--- src/rtl/pf_fifo_pkg.sv ---
package pf_fifo_pkg;
  timeunit 1ns;
  timeprecision 1ps;

  typedef enum logic {
    OUT_PASS = 1'b0,  // data_o follows the prefetched head
    OUT_HOLD = 1'b1   // data_o keeps the last accepted word between reads
  } out_mode_e;

  function automatic bit is_pow2(int unsigned v);
    return (v > 1) && ((v & (v - 1)) == 0);
  endfunction
endpackage

--- src/rtl/pf_fifo_ram.sv ---
module pf_fifo_ram #(
  parameter int unsigned DATA_W = 36,
  parameter int unsigned DEPTH  = 64,
  localparam int unsigned ADDR_W = $clog2(DEPTH)
) (
  input  logic              clk_i,
  input  logic              we_i,
  input  logic [ADDR_W-1:0] waddr_i,
  input  logic [DATA_W-1:0] wdata_i,
  input  logic [ADDR_W-1:0] raddr_i,
  output logic [DATA_W-1:0] rdata_o
);
  timeunit 1ns;
  timeprecision 1ps;

  logic [DATA_W-1:0] mem_q [DEPTH];
  logic [DATA_W-1:0] rdata_q;

  // read port always enabled; same-address write returns the old word
  always_ff @(posedge clk_i) begin
    if (we_i) mem_q[waddr_i] <= wdata_i;
    rdata_q <= mem_q[raddr_i];
  end

  assign rdata_o = rdata_q;
endmodule

--- src/rtl/pf_fifo_ptrs.sv ---
module pf_fifo_ptrs #(
  parameter int unsigned DEPTH = 64,
  localparam int unsigned ADDR_W = $clog2(DEPTH),
  localparam int unsigned PTR_W  = ADDR_W + 1
) (
  input  logic             clk_i,
  input  logic             rst_ni,
  input  logic             wr_i,
  input  logic             rd_acc_i,
  output logic             wr_acc_o,
  output logic             full_o,
  output logic [PTR_W-1:0] wr_ptr_o,
  output logic [PTR_W-1:0] rd_ptr_o,
  output logic [PTR_W-1:0] fetch_ptr_o,
  output logic             fetch_valid_o
);
  timeunit 1ns;
  timeprecision 1ps;

  logic [PTR_W-1:0] wr_ptr_q, rd_ptr_q;

  assign full_o = (wr_ptr_q[ADDR_W-1:0] == rd_ptr_q[ADDR_W-1:0]) &&
                  (wr_ptr_q[ADDR_W] != rd_ptr_q[ADDR_W]);
  assign wr_acc_o = wr_i & ~full_o;

  // next head address chosen in the same cycle as the read
  assign fetch_ptr_o   = rd_acc_i ? rd_ptr_q + PTR_W'(1) : rd_ptr_q;
  // the word at fetch_ptr is readable only if written on an earlier edge
  assign fetch_valid_o = (fetch_ptr_o != wr_ptr_q);

  always_ff @(posedge clk_i or negedge rst_ni) begin
    if (!rst_ni) begin
      wr_ptr_q <= '0;
      rd_ptr_q <= '0;
    end else begin
      if (wr_acc_o) wr_ptr_q <= wr_ptr_q + PTR_W'(1);
      rd_ptr_q <= fetch_ptr_o;
    end
  end

  assign wr_ptr_o = wr_ptr_q;
  assign rd_ptr_o = rd_ptr_q;
endmodule

--- src/rtl/pf_fifo_out.sv ---
module pf_fifo_out
  import pf_fifo_pkg::*;
#(
  parameter int unsigned DATA_W   = 36,
  parameter out_mode_e   OUT_MODE = OUT_PASS
) (
  input  logic              clk_i,
  input  logic              rst_ni,
  input  logic              fetch_valid_i,
  input  logic              rd_acc_i,
  input  logic [DATA_W-1:0] ram_q_i,
  output logic              head_valid_o,
  output logic [DATA_W-1:0] data_o
);
  timeunit 1ns;
  timeprecision 1ps;

  logic head_valid_q;

  always_ff @(posedge clk_i or negedge rst_ni) begin
    if (!rst_ni) head_valid_q <= 1'b0;
    else         head_valid_q <= fetch_valid_i;
  end
  assign head_valid_o = head_valid_q;

  if (OUT_MODE == OUT_HOLD) begin : g_hold
    logic [DATA_W-1:0] hold_q;
    always_ff @(posedge clk_i or negedge rst_ni) begin
      if (!rst_ni)       hold_q <= '0;
      else if (rd_acc_i) hold_q <= ram_q_i;
    end
    assign data_o = rd_acc_i ? ram_q_i : hold_q;
  end else begin : g_pass
    logic unused_rd;
    assign unused_rd = rd_acc_i;
    assign data_o    = ram_q_i;
  end
endmodule

--- src/rtl/pf_fifo.sv ---
module pf_fifo
  import pf_fifo_pkg::*;
#(
  parameter int unsigned DATA_W   = 36,
  parameter int unsigned DEPTH    = 64,
  parameter out_mode_e   OUT_MODE = OUT_PASS
) (
  input  logic              clk_i,
  input  logic              rst_ni,
  input  logic              wr_i,
  input  logic [DATA_W-1:0] wdata_i,
  output logic              full_o,
  input  logic              rd_i,
  output logic [DATA_W-1:0] data_o,
  output logic              empty_o
);
  timeunit 1ns;
  timeprecision 1ps;

  localparam int unsigned ADDR_W = $clog2(DEPTH);
  localparam int unsigned PTR_W  = ADDR_W + 1;

  if (!is_pow2(DEPTH)) begin : g_bad_depth
    $fatal(1, "pf_fifo: DEPTH must be a power of two above 1");
  end

  logic             head_valid, rd_acc, wr_acc, fetch_valid;
  logic [PTR_W-1:0] wr_ptr, rd_ptr, fetch_ptr;
  logic [DATA_W-1:0] ram_q;

  assign rd_acc  = rd_i & head_valid;
  assign empty_o = ~head_valid;

  pf_fifo_ptrs #(.DEPTH(DEPTH)) u_ptrs (
    .clk_i         (clk_i),
    .rst_ni        (rst_ni),
    .wr_i          (wr_i),
    .rd_acc_i      (rd_acc),
    .wr_acc_o      (wr_acc),
    .full_o        (full_o),
    .wr_ptr_o      (wr_ptr),
    .rd_ptr_o      (rd_ptr),
    .fetch_ptr_o   (fetch_ptr),
    .fetch_valid_o (fetch_valid)
  );

  pf_fifo_ram #(.DATA_W(DATA_W), .DEPTH(DEPTH)) u_ram (
    .clk_i   (clk_i),
    .we_i    (wr_acc),
    .waddr_i (wr_ptr[ADDR_W-1:0]),
    .wdata_i (wdata_i),
    .raddr_i (fetch_ptr[ADDR_W-1:0]),
    .rdata_o (ram_q)
  );

  pf_fifo_out #(.DATA_W(DATA_W), .OUT_MODE(OUT_MODE)) u_out (
    .clk_i         (clk_i),
    .rst_ni        (rst_ni),
    .fetch_valid_i (fetch_valid),
    .rd_acc_i      (rd_acc),
    .ram_q_i       (ram_q),
    .head_valid_o  (head_valid),
    .data_o        (data_o)
  );
endmodule

--- config.mk ---
export PLATFORM = sky130hd
export DESIGN_NAME = pf_fifo
export DESIGN_NICKNAME = d
export VERILOG_FILES = /design/src/rtl/pf_fifo_pkg.sv /design/src/rtl/pf_fifo_ram.sv /design/src/rtl/pf_fifo_ptrs.sv /design/src/rtl/pf_fifo_out.sv /design/src/rtl/pf_fifo.sv
export SDC_FILE = /design/constraint.sdc
export NUM_CORES = 2
export LEC_CHECK = 0
export BUFFER_PORTS_ARGS = -buffer_cell sky130_fd_sc_hd__clkbuf_2
export CAP_MARGIN = 15
export CORE_MARGIN = 2
export CORE_UTILIZATION = 50
export DETAILED_ROUTE_END_ITERATION = 8
export GPL_TIMING_DRIVEN = 0
export PLACE_DENSITY = 0.65
export SLEW_MARGIN = 0
export SYNTH_ARGS = -nofsm -noshare
export SYNTH_HDL_FRONTEND = slang
export SYNTH_HIERARCHICAL = 1
export SYNTH_SLANG_ARGS = --single-unit
--- constraint.sdc ---
create_clock -name clk_i -period 10.8 [get_ports clk_i]
set_clock_uncertainty 0.15 [all_clocks]
set_input_delay 1.62 -clock clk_i [delete_from_list [all_inputs] [get_ports clk_i]]
set_output_delay 1.62 -clock clk_i [all_outputs]
set_load 0.005 [all_outputs]
# Yosys cells after proc, flatten, opt, wreduce, memory -nomap -nowiden
# Memories as Yosys holds them, arrays and structs flattened. A register that Yosys moved wholly into a read port is not among the register bits.
# Cells that the tools add are included.
[op_classes] n_reduce_logical=1 eq_ne=3 addsub=2 muxes=3 n_bitwise=4
[op_table] operator="7-bit by 1-bit adder with 7-bit output, second input constant" count=2
[op_table] operator="7-bit two-way mux" count=1
[op_table] operator="7-bit inequality test" count=1
[op_table] operator="6-bit == test" count=1
[op_table] operator="1-bit bitwise AND" count=2
[op_table] operator="1-bit two-way mux" count=2
[op_table] operator="1-bit inverter" count=2
[op_table] operator="1-bit logical AND" count=1
[op_table] operator="1-bit inequality test" count=1
[word_totals] mem_count=1 mem_bits_rw=2304 ff_bits=15 word_cells=17 in_bits=40
[mem_list] memory="u_ram.mem_q" words=64 width=36 rd=1 rd_ports_with_merged_regs=1 write_ports=1 line_no="pf_fifo_ram.sv:16" source="logic [DATA_W-1:0] mem_q [DEPTH];"

# Longest topological paths before layout
[logic_depth] word_depth=6 ltp_mapped=13

# By module
# The synthesis kept the hierarchy.
[modules_own_cells] mod="pf_fifo_ram" cells_each=3780 n_inst=1 area_each_um2=87973.1 seq_area_each_um2=69907.0
[modules_own_cells] mod="pf_fifo_ptrs" cells_each=82 n_inst=1 area_each_um2=865.8 seq_area_each_um2=350.3
[modules_own_cells] mod="pf_fifo_out" cells_each=37 n_inst=1 area_each_um2=295.3 seq_area_each_um2=25.0
[modules_own_cells] mod="pf_fifo" cells_each=2 n_inst=1 area_each_um2=10.0 seq_area_each_um2=0.0

# Worst setup path before layout
# No wires, ideal clock.
[synth_path] kind="input -> register" from="input port wr_i" to="memory u_ram.mem_q[48][0], enable pin" path_stages=4 setup_ns=0.474 setup_slack_ns=5.398 required_time_ns=10.176 arrival_ns=4.778 cell_sequence="a21boi_4 > nor2b_1 > nand4b_1 > nor3_1"
[synth_via] elab_chain_cells=3
[synth_lines] element="start: declaration" line_no="pf_fifo.sv:10" source="input logic wr_i,"
[synth_lines] element="1-bit bitwise AND" line_no="pf_fifo_ptrs.sv:24" source="assign wr_acc_o = wr_i & ~full_o;"
[synth_lines] element="1-bit two-way mux" line_no="pf_fifo_ram.sv:21" source="if (we_i) mem_q[waddr_i] <= wdata_i;"
[synth_lines] element="1-bit two-way mux (not written as such)" line_no="pf_fifo_ram.sv:21"
[synth_lines] element="end: declaration" line_no="pf_fifo_ram.sv:16"
# No other way between the ends.

# Final worst setup path
[layout_path] from="input port rd_i" to="register u_ram.rdata_q[31], in the netlist u_ram/rdata_o[31], read port of u_ram.mem_q"
[layout_via] elab_chain_cells=2
[layout_lines] element="start: declaration" line_no="pf_fifo.sv:13" source="input logic rd_i,"
[layout_lines] element="1-bit bitwise AND" line_no="pf_fifo.sv:31" source="assign rd_acc = rd_i & head_valid;"
[layout_lines] element="via rd_acc" line_no="pf_fifo.sv:27" source="logic head_valid, rd_acc, wr_acc, fetch_valid;"
[layout_lines] element="7-bit two-way mux" line_no="pf_fifo_ptrs.sv:27" source="assign fetch_ptr_o = rd_acc_i ? rd_ptr_q + PTR_W'(1) : rd_ptr_q;"
[layout_lines] element="via fetch_ptr[3]" line_no="pf_fifo.sv:28" source="logic [PTR_W-1:0] wr_ptr, rd_ptr, fetch_ptr;"
[layout_lines] element="end: declaration" line_no="pf_fifo_ram.sv:17" source="logic [DATA_W-1:0] rdata_q;"
# The timed path passes the listed nets, and every way through them passes these cells.
# A chain may end at the register's enable or synchronous reset.

==> impl_metrics.tcl <==
set metrics [dict create \
    layout_setup_ws_ps 4290 \
    rows 154 \
    yosysSeqAreaShare_pct 78.84 \
    port_buffers 77 \
    period_needed_ps 6510 \
    cts_setup_buffers 0 \
    syn_nets 3943 \
    yosysMostFrequentCell "edfxtp_1" \
    end_kind "register" \
    cp.required_ps 11380 \
    path_clk_slew_ps 60 \
    vias_per_cell 6.562 \
    htreeDepth 4 \
    synth_largest_area_cell "edfxtp_1" \
    crit_family "simple AND/OR/NAND/NOR gates" \
    fmax_ghz 0.1536 \
    synth-seq-cells 2355 \
    wl_um 251500 \
    cts_tree "yes" \
    synthToLayoutAreaGrowth_pct 15.37 \
    coreArea_mm2 0.1767 \
    r2r_end "u_ram/rdata_o[31]" \
    first_global_vias 43540 \
    cts_buffers 227 \
    antenna_found_initial 11 \
    die_h_um 426.2 \
    synth-edff-count 2304 \
    wl_per_cell_um 36.57 \
    rsz0062_at_grt "false" \
    worst_pin_slew_ps 1260 \
    dp_hpwl_um 164900 \
    final_antenna_net_count 0 \
    dp_slack_ps 3641 \
    grt_max_degree 65 \
    cp_max_fo 10 \
    hold_slack_ps 406.5 \
    first_iter_violations 6636 \
    reg2reg_slack_ps 4790 \
    ir_worst_vdd_mv 0.2065 \
    synth.area.top_cells "edfxtp_1 (78%), mux4_2 (14%), o22ai_1 (0.86%), dfxtp_1 (0.81%), mux2i_1 (0.80%)" \
    status "finished, final reports clean" \
    synth_cell_types 51 \
    hold_path_depth 1 \
    crit_type "input port to register" \
    synth_ff_type "edfxtp_1" \
    final_max_slew_viol_count 0 \
    crit_top_cell "clkbuf_1" \
    initial_core_util_pct 50.45 \
    layout-drive-gt1-share_pct 28.90 \
    insertion_delay_ps 880 \
    cts.hold.buffers_added 0 \
    synth_top_area_share_pct 77.61 \
    grt_usage_pct 27.89 \
    cts.sinks 2355 \
    slowest_stage "xnor2_1" \
    grt_pass1_wl_um 345800 \
    grt-ovfl-total 0 \
    ctsResizeCount 0 \
    async_flop_share_pct 0.6369 \
    drv_cap 0 \
    syn_avg_cell_area_um2 22.85 \
    crit_chain "clkbuf_2 > and2_1 > buf_2 > nand4_1 > xnor2_1 > nor2b_1 > clkbuf_1 > nand2b_1 > clkbuf_1 > o22ai_1 > nor4_1 > o22a_1" \
    utilization_pct 58.21 \
    hp-class "register to register" \
    leakage_nw 32.09 \
    r2r-start "u_out/head_valid_o" \
    synthCells 3901 \
    cts_max_path_buffers 3 \
    p_per_area_mw_per_mm2 286.2 \
    hold_viol_final 0 \
    crit_start "rd_i" \
    drc 0 \
    setup_viol 0 \
    firstDrtPassIters 6 \
    yosysWarnings 6 \
    slew_headroom_pct 16.00 \
    cp-start-kind "input port" \
    min_period_over_period_pct 60.28 \
    holdPathEnd "u_ptrs/rd_ptr_o[6]" \
    cts_root_buffer "clkbuf_16" \
    hold_start "u_ptrs/rd_ptr_o[6]" \
    vias 45130 \
    synth.cell_area_mm2 0.08914 \
    die_w_um 426.2 \
    gp_congestion 0.8733 \
    worstPathArrival_ps 7090 \
    num-nets-final 4376 \
    pin_count 78 \
    cp_slowest_stage_delay_ps 1050 \
    finalSetupTns_ps 0 \
    r2r_cells 11 \
    die-area_mm2 0.1817 \
    worst-path-buf-inv 4 \
    synthTopCellsByCount "edfxtp_1 (2,304), mux4_2 (556), o22ai_1 (123)" \
]
[logic make-up (layout without fill, tap and decap cells)]
logic type / after synthesis / in the layout / synth area share, %
simple gates: 303 / 303 / 1.719
compound gates: 324 / 324 / 2.639
xor+xnor: 25 / 25 / 0.2456
fa+ha+maj: 2 / 2 / 0.02807
buf+inv: 256 / 884 / 1.569
other cells: 0 / 9 / 0
mux: 636 / 636 / 14.96
flops: 2355 / 2355 / 78.84
[cells in the final DEF, fill, tap and decap left out, types with 16 or more instances in the layout]
cell	netlist	routed
buf_6	10	17
mux2i_1	71	71
nor4_1	27	17
a211oi_1	42	42
nand3_1	45	45
o221ai_1	35	35
clkbuf_1	89	147
a22oi_1	76	76
o22a_1	23	23
xnor2_1	16	16
clkbuf_2	1	75
buf_2	52	58
buf_12	0	92
buf_1	22	22
buf_4	79	87
clkinv_1	0	52
edfxtp_1	2304	2304
clkbuf_16	0	229
nor2_4	0	62
o22ai_1	123	123
bufinv_16	0	23
nor2_1	104	42
dfxtp_1	36	36
nand2_1	33	33
mux4_2	556	556
nor2b_1	36	36
clkinv_2	0	31
[sequential cells by signal (all words and copies together), names as in the netlist]
| register | cells |
|---|---|
| u_ram/rdata_o | 36 |
| u_ram/mem_q | 2304 |
| u_ptrs/wr_ptr_o | 7 |
| u_out/head_valid_o | 1 |
| u_ptrs/rd_ptr_o | 7 |
[stage by stage]
stage               instances  instance area [um^2]  power, mW
finish                   6878                102800      29.44
global route             6872                102800      30.17
CTS                      6855                102500      29.38
detailed placement       6431                 95080      21.53
global placement         6318                 92460      21.18
floorplan                3901                 89140      16.74
[layout make-up]
type                       instances  area [um^2]
fill                           12360        73840
buffer                           253         1388
clock inverter                   124         1318
sequential                      2355        70280
multi-input combinational       1290        18000
antenna                            9        22.52
timing repair buffer             204         2771
clock buffer                     300         6127
tap                             2340         2928
inverter                           3        11.26
[metal layers]
layer,up-vias,global-route usage (%),share of wire [%]
met1,24270,38.87,37
met4,2,12.07,4.6
li1,17560,-,-
met5,-,0,0.0052
met3,428,7.404,12
met2,2875,41.96,46
[worst max path at each step]
stage	to	slack (ps)	cells past startpoint
finish	u_ram/rdata_o[31]	4290	12
global route	u_ram/rdata_o[20]	4410	12
CTS	u_ram/rdata_o[20]	4560	12
detailed placement	u_ram/rdata_o[31]	3640	12
global placement	u_ram/mem_q[48][27]	1810	5
floorplan	u_ram/mem_q[48][0]	5400	4
[power by group]
group          switching, mW  internal [mW]  total, mW
Clock                   3.39           4.53       7.92
Sequential             0.110           10.5       10.6
Combinational           6.96           3.99       11.0
Note: power is estimated with default switching activity, not from simulation.
